### config.mk
export PLATFORM = sky130hd
export DESIGN_NAME = cmp_timer16
export DESIGN_NICKNAME = d
export VERILOG_FILES = /design/src/rtl/tmr16_pkg.sv /design/src/rtl/tmr16_prescaler.sv /design/src/rtl/tmr16_core.sv /design/src/rtl/cmp_timer16.sv
export SDC_FILE = /design/constraint.sdc
export NUM_CORES = 1
export LEC_CHECK = 0
export CAP_MARGIN = 20
export CORE_ASPECT_RATIO = 0.75
export CORE_MARGIN = 2
export CORE_UTILIZATION = 56
export DETAILED_ROUTE_END_ITERATION = 16
export PLACE_DENSITY_LB_ADDON = 0.3
export SYNTH_ARGS = -nofsm -noshare
export SYNTH_HDL_FRONTEND = slang
export SYNTH_SLANG_ARGS = --single-unit
### constraint.sdc
create_clock -name clk -period 1.9 [get_ports clk]
set_input_delay 0.38 -clock clk [delete_from_list [all_inputs] [get_ports clk]]
set_output_delay 0.38 -clock clk [all_outputs]
set_load 0.005 [all_outputs]
### src/rtl/tmr16_pkg.sv
package tmr16_pkg;
    localparam int BYTE_W = 8;
    localparam int ADDR_W = 2;

    localparam logic [ADDR_W-1:0] A_CTL = 2'd0;
    localparam logic [ADDR_W-1:0] A_LO  = 2'd1;
    localparam logic [ADDR_W-1:0] A_HI  = 2'd2;
    localparam logic [ADDR_W-1:0] A_IRQ = 2'd3;

    localparam int B_WIDE   = 7;
    localparam int B_TSEL_H = 6;
    localparam int B_PS_H   = 5;
    localparam int B_PS_L   = 4;
    localparam int B_TSEL_L = 3;
    localparam int B_NOSYNC = 2;
    localparam int B_EXT    = 1;
    localparam int B_RUN    = 0;

    typedef enum logic {
        ST_HALT  = 1'b0,
        ST_COUNT = 1'b1
    } run_state_t;
endpackage

### src/rtl/tmr16_prescaler.sv
module tmr16_prescaler #(
    parameter int SEL_W = 2
) (
    input  logic             clk,
    input  logic             rst_n,
    input  logic             clr,
    input  logic             en,
    input  logic [SEL_W-1:0] sel,
    output logic             step
);
    localparam int MAX_SHIFT = (1 << SEL_W) - 1;
    localparam int PC_W = (MAX_SHIFT > 0) ? MAX_SHIFT : 1;

    logic [PC_W-1:0] pc_q;
    logic [PC_W-1:0] mask;

    always_comb begin
        mask = '0;
        for (int i = 0; i < PC_W; i++) begin
            if (i < int'(sel)) mask[i] = 1'b1;
        end
    end

    assign step = en && !clr && (pc_q == mask);

    always_ff @(posedge clk) begin
        if (!rst_n || clr) begin
            pc_q <= '0;
        end else if (en) begin
            if (pc_q == mask) pc_q <= '0;
            else              pc_q <= pc_q + 1'b1;
        end
    end
endmodule

### src/rtl/tmr16_core.sv
module tmr16_core #(
    parameter int CNT_W = 16
) (
    input  logic             clk,
    input  logic             rst_n,
    input  logic             step,
    input  logic             trig,
    input  logic             ld,
    input  logic [CNT_W-1:0] ld_val,
    output logic [CNT_W-1:0] cnt,
    output logic             ovf
);
    localparam logic [CNT_W-1:0] CNT_MAX = '1;

    logic [CNT_W-1:0] cnt_q;

    assign cnt = cnt_q;
    assign ovf = step && !ld && !trig && (cnt_q == CNT_MAX);

    always_ff @(posedge clk) begin
        if (!rst_n)     cnt_q <= '0;
        else if (ld)    cnt_q <= ld_val;
        else if (trig)  cnt_q <= '0;
        else if (step)  cnt_q <= cnt_q + 1'b1;
    end


    wr_wins_chk: assert property (@(posedge clk) disable iff (!rst_n)
        ld |=> cnt_q == $past(ld_val));


    trig_clear_chk: assert property (@(posedge clk) disable iff (!rst_n)
        (trig && !ld) |=> cnt_q == '0);


    wrap_chk: assert property (@(posedge clk) disable iff (!rst_n)
        (step && !ld && !trig && cnt_q == CNT_MAX) |=> cnt_q == '0);
endmodule

### src/rtl/cmp_timer16.sv
module cmp_timer16
    import tmr16_pkg::*;
(
    input  logic              clk,
    input  logic              rst_n,
    input  logic              wr_en,
    input  logic              rd_en,
    input  logic [ADDR_W-1:0] addr,
    input  logic [BYTE_W-1:0] wdata,
    output logic [BYTE_W-1:0] rdata,
    input  logic              ext_tick,
    input  logic              trig_a,
    input  logic              trig_b,
    output logic              irq_o
);
    localparam int CNT_W = 2 * BYTE_W;

    logic [BYTE_W-1:0] ctl_q;
    logic              flag_q, ien_q;
    logic [BYTE_W-1:0] hwr_q, hrd_q;
    run_state_t        st_q, st_d;
    logic              running;

    logic [CNT_W-1:0]  cnt;
    logic [CNT_W-1:0]  cnt_wval;
    logic              cnt_wr, ovf, step, trig_pick, trig_eff, tick_src;

    wire wr_ctl = wr_en && (addr == A_CTL);
    wire wr_lo  = wr_en && (addr == A_LO);
    wire wr_hi  = wr_en && (addr == A_HI);
    wire wr_irq = wr_en && (addr == A_IRQ);
    wire rd_lo  = rd_en && (addr == A_LO);

    wire       wide   = ctl_q[B_WIDE];
    wire [1:0] tsel   = {ctl_q[B_TSEL_H], ctl_q[B_TSEL_L]};
    wire [1:0] psel   = ctl_q[B_PS_H:B_PS_L];
    wire       nosync = ctl_q[B_NOSYNC];
    wire       ext    = ctl_q[B_EXT];
    wire       run    = ctl_q[B_RUN];

    // Run machine: state register
    always_ff @(posedge clk) begin
        if (!rst_n) st_q <= ST_HALT;
        else        st_q <= st_d;
    end

    // Run machine: transitions GO and STOP
    always_comb begin
        st_d = st_q;
        unique case (st_q)
            ST_HALT:  if (run)  st_d = ST_COUNT;
            ST_COUNT: if (!run) st_d = ST_HALT;
        endcase
    end

    // Run machine: outputs
    always_comb begin
        running = 1'b0;
        unique case (st_q)
            ST_HALT:  running = 1'b0;
            ST_COUNT: running = 1'b1;
        endcase
    end

    always_comb begin
        unique case (tsel)
            2'b00:   trig_pick = 1'b0;
            2'b01:   trig_pick = trig_a;
            default: trig_pick = trig_b;
        endcase
    end

    assign trig_eff = trig_pick && !(ext && nosync);
    assign tick_src = ext ? ext_tick : 1'b1;
    assign cnt_wr   = wr_lo || (wr_hi && !wide);

    always_comb begin
        if (wr_lo) cnt_wval = wide ? {hwr_q, wdata} : {cnt[CNT_W-1:BYTE_W], wdata};
        else       cnt_wval = {wdata, cnt[BYTE_W-1:0]};
    end

    tmr16_prescaler #(.SEL_W(2)) u_pre (
        .clk   (clk),
        .rst_n (rst_n),
        .clr   (cnt_wr || trig_eff),
        .en    (running && tick_src),
        .sel   (psel),
        .step  (step)
    );

    tmr16_core #(.CNT_W(CNT_W)) u_core (
        .clk    (clk),
        .rst_n  (rst_n),
        .step   (step),
        .trig   (trig_eff),
        .ld     (cnt_wr),
        .ld_val (cnt_wval),
        .cnt    (cnt),
        .ovf    (ovf)
    );

    always_ff @(posedge clk) begin
        if (!rst_n) begin
            ctl_q  <= '0;
            flag_q <= 1'b0;
            ien_q  <= 1'b0;
            hwr_q  <= '0;
            hrd_q  <= '0;
        end else begin
            if (wr_ctl) ctl_q <= wdata;
            if (wr_hi && wide) hwr_q <= wdata;
            if (rd_lo && wide) hrd_q <= cnt[CNT_W-1:BYTE_W];
            if (wr_irq) ien_q <= wdata[1];
            if (ovf)         flag_q <= 1'b1;
            else if (wr_irq) flag_q <= flag_q & wdata[0];
        end
    end

    always_comb begin
        unique case (addr)
            A_CTL:   rdata = ctl_q;
            A_LO:    rdata = cnt[BYTE_W-1:0];
            A_HI:    rdata = wide ? hrd_q : cnt[CNT_W-1:BYTE_W];
            default: rdata = {{(BYTE_W-2){1'b0}}, ien_q, flag_q};
        endcase
    end

    assign irq_o = flag_q && ien_q;


    flag_sticky_chk: assert property (@(posedge clk) disable iff (!rst_n)
        (flag_q && !(wr_irq && !wdata[0])) |=> flag_q);


    trig_noflag_chk: assert property (@(posedge clk) disable iff (!rst_n)
        (!flag_q && trig_eff && !(wr_irq && wdata[0] == 1'b0 && 1'b0)) |=> !flag_q);


    halt_hold_chk: assert property (@(posedge clk) disable iff (!rst_n)
        (st_q == ST_HALT && !cnt_wr && !trig_eff) |=> $stable(cnt));
endmodule

==> flow_summary.json <==
{
  "diodes": 0,
  "place_area_um2": 3180,
  "ys_warn_count": 0,
  "dr.pass1.iters": 5,
  "drive_gt1_frac": 0.218,
  "status": "complete, but fails checks",
  "syn_area_um2": 2590,
  "ctsHtreeMaxLevel": 2,
  "swShare": 0.260,
  "antenna_found_initial": 0,
  "synth_edf_count": 0,
  "p_comb_frac": 0.162,
  "yosys.area.top_type": "dfxtp_1",
  "synthesis.nets": 343,
  "wl_per_cell_um": 17.5,
  "setup_slack_ns": -0.0557,
  "yosysTopAreaCellShare": 0.356,
  "relSlewSlack": 0.763,
  "cp.buffers_inverters": 1,
  "timing.final.hold_violations": 0,
  "synth_seq_area_share": 0.356,
  "clk_pin_slew_ns": 0.08,
  "switching_power_mw": 0.537,
  "maxCapViolCount": 0,
  "first_iter_violations": 251,
  "critPathLaunchType": "register",
  "hpwlAfterDp_mm": 5.72,
  "routed_via_density": 6.18,
  "synth_flop_cell": "dfxtp_1",
  "synth.distinct_cells": 51,
  "synth_async_sr_flop_share": 0,
  "seqCellArea_um2": 926,
  "cts_setup_buffers": 0,
  "power_frac_seq": 0.486,
  "clock-sinks": 46,
  "rsz0062_at_grt": "yes",
  "drv_slew": 0,
  "cts_buffer_depth": 2,
  "max_freq_mhz": 511,
  "skew_ns": 0.00530,
  "peakVddDrop_uv": 499,
  "synth_cells": 324,
  "crit_chain": "mux2_4, mux4_2, buf_2",
  "power_density_nw_per_um2": 620,
  "coreArea_um2": 4440,
  "worstSetupPathType": "reg -> out",
  "nNetsFinal": 404,
  "finalCriticalPeriod_ns": 1.96,
  "grt_use_total": 0.310,
  "syn_to_final_growth_pct": 28.9,
  "clock_latency_ns": 0.30,
  "critPathSlowestCell": "mux4_2",
  "hold_path.class": "reg -> reg",
  "failed_checks": "negative setup slack",
  "endpoint_kind": "output pin",
  "cts_tree": "yes",
  "arrival_ns": 1.58,
  "power.leakage_nw": 1.21,
  "synth_seq_cells": 46,
  "finalSetupViolations": 2,
  "nFillCells": 357,
  "worstPathRequired_ns": 1.52,
  "clkPwrFrac": 0.353,
  "grt_start_max_net_pins": 25,
  "grt_pass1_wl_mm": 12.1,
  "grt_pass1_vias": 2427,
  "syn_area_per_cell_um2": 7.99,
  "gp_congestion": 1.04,
  "cts_buffers": 5,
  "stdcell_area_um2": 3330,
  "synth_area_leaders": "dfxtp_1 36%, nand2_1 8.7%, mux2i_1 7.4%",
  "cts-root-buf": "clkbuf_8",
  "cp_max_fo": 4,
  "ant_nets": 0,
  "num_vias": 2736,
  "cp_top_family": "multiplexers",
  "drc_errors": 0,
  "io_buffers": 25,
  "grt_overflow": 0,
  "multi_input_area_um2": 1600,
  "row_count": 21,
  "setup_tns_ns": -0.101,
  "period_share": 1.03,
  "io_pins": 26,
  "die_h_um": 62.9,
  "tightestPinTransition_ns": 0.355,
  "routed_wl_mm": 7.76,
  "power.internal_mw": 1.53,
  "max_stage_delay_ns": 0.45,
  "dieArea_um2": 5190,
  "die_x_um": 82.5,
  "initial_core_util": 0.583
}
-- cells by family (layout without fill, tap and decap cells) --
logic type	Yosys count	after routing	synth area share
and+or+nand+nor	134	134	0.248
AOI/OAI and AO/OA	89	89	0.228
xor gates and xnor gates	3	3	0.0102
muxes	23	23	0.0996
DFF	46	46	0.356
adders and majority gates	2	2	0.00967
buffers and inverters	27	89	0.0493
-- cell type report --
cell class,count,area share
clock buffers,7,0.0229
clock inverters,1,0.00901
inverters,7,0.00788
multi-input cells,251,0.481
flip-flops and latches,46,0.278
well taps,57,0.0214
repair buffers,74,0.180
-- synthesized netlist by cell type, types with 4 or more instances --
cell type,number
mux2i_1,19
inv_1,6
nand2_1,60
nor2_1,22
clkbuf_1,9
nand2b_1,5
o21ai_0,4
and2_1,5
buf_2,6
and3_1,5
dfxtp_1,46
o31ai_1,7
a21oi_1,29
nor3_1,5
o22ai_1,12
o211ai_1,6
a22oi_1,8
o21ai_1,4
nand3_1,15
-- what timing repair did --
item | in CTS | in global routing
hold buffers | 0 | 0
setup endpoints to repair | 24 | 19
gates resized for setup | 22 | 17
-- worst register-to-register path: stages (launching register included) --
cell	delay (ns)
dfxtp_1	0.40
nor3_2	0.28
nand3_1	0.15
o311ai_1	0.25
o21ai_1	0.11
buf_4	0.20
a221oi_1	0.25
nor3_1	0.08
-- power by group through the flow --
stage	clock network [mW]	registers [mW]	logic, mW
2_1_floorplan	0	1.01	0.171
3_3_place_gp	0	1.02	0.314
3_5_place_dp	0	1.02	0.320
4_1_cts	0.727	1.00	0.321
5_1_grt	0.767	1.01	0.358
6_report	0.729	1.00	0.334
-- registers in the layout (all words and copies together), names as in the netlist --
signal      flops
u_core.cnt     16
ctl_q           8
hwr_q           8
st_q            1
u_pre.pc_q      3
hrd_q           8
flag_q          1
ien_q           1
-- per-stage QoR --
step                utilization  total power [mW]  cells  hold WS [ns]  worst slack, ns
CTS                       0.741              2.05    443         0.456           -0.190
global placement          0.715              1.34    435         0.442           -0.457
global route              0.751              2.13    443         0.473          -0.0906
finish                    0.751              2.07    443         0.460          -0.0557
floorplan                     -              1.19    324         0.431            0.283
detailed placement        0.715              1.34    435         0.445           -0.483
-- path summary, 6_finish.rpt --
path,startpoint,end,slack [ns],depth (start not counted)
setup / recovery,ctl_q[7],rdata[1],-0.06,3
hold reg to reg,hrd_q[4],hrd_q[4],0.46,2
setup reg to reg,ctl_q[5],u_core.cnt[1],0.08,7
hold / removal,hrd_q[4],hrd_q[4],0.46,2
-- per-layer routing --
| layer | vias to the layer above | part of all wire | GRT usage | wire length (µm) |
|---|---|---|---|---|
| met4 | 0 | 0.017 | 0.0881 | 129 |
| met1 | 1278 | 0.44 | 0.452 | 3420 |
| met2 | 143 | 0.44 | 0.454 | 3390 |
| li1 | 1297 | - | - | - |
| met5 | - | 0 | 0 | 0 |
| met3 | 18 | 0.11 | 0.0723 | 821 |
-- cells in the final DEF, fill, tap and decap left out, drive strengths merged, types with 2 or more instances in the layout --
master         instances
clkbuf                 8
a32oi                  2
nand2b                 6
nand3                 15
nand2                 60
o21ai                 10
nand4                  3
dlygate4sd2            7
o211ai                 6
clkdlybuf4s50         15
xor2                   2
and3                   5
inv                    6
o22ai                 12
o32ai                  3
a22oi                  8
dfxtp                 46
a22o                   3
ha                     2
nor2b                  3
buf                   51
a21oi                 29
or2                    2
o31ai                  7
and2                   5
mux2i                 19
a31oi                  3
mux2                   2
mux4                   2
nor3                   8
nor2                  22
No activity file was read; power rests on OpenSTA's default activity.
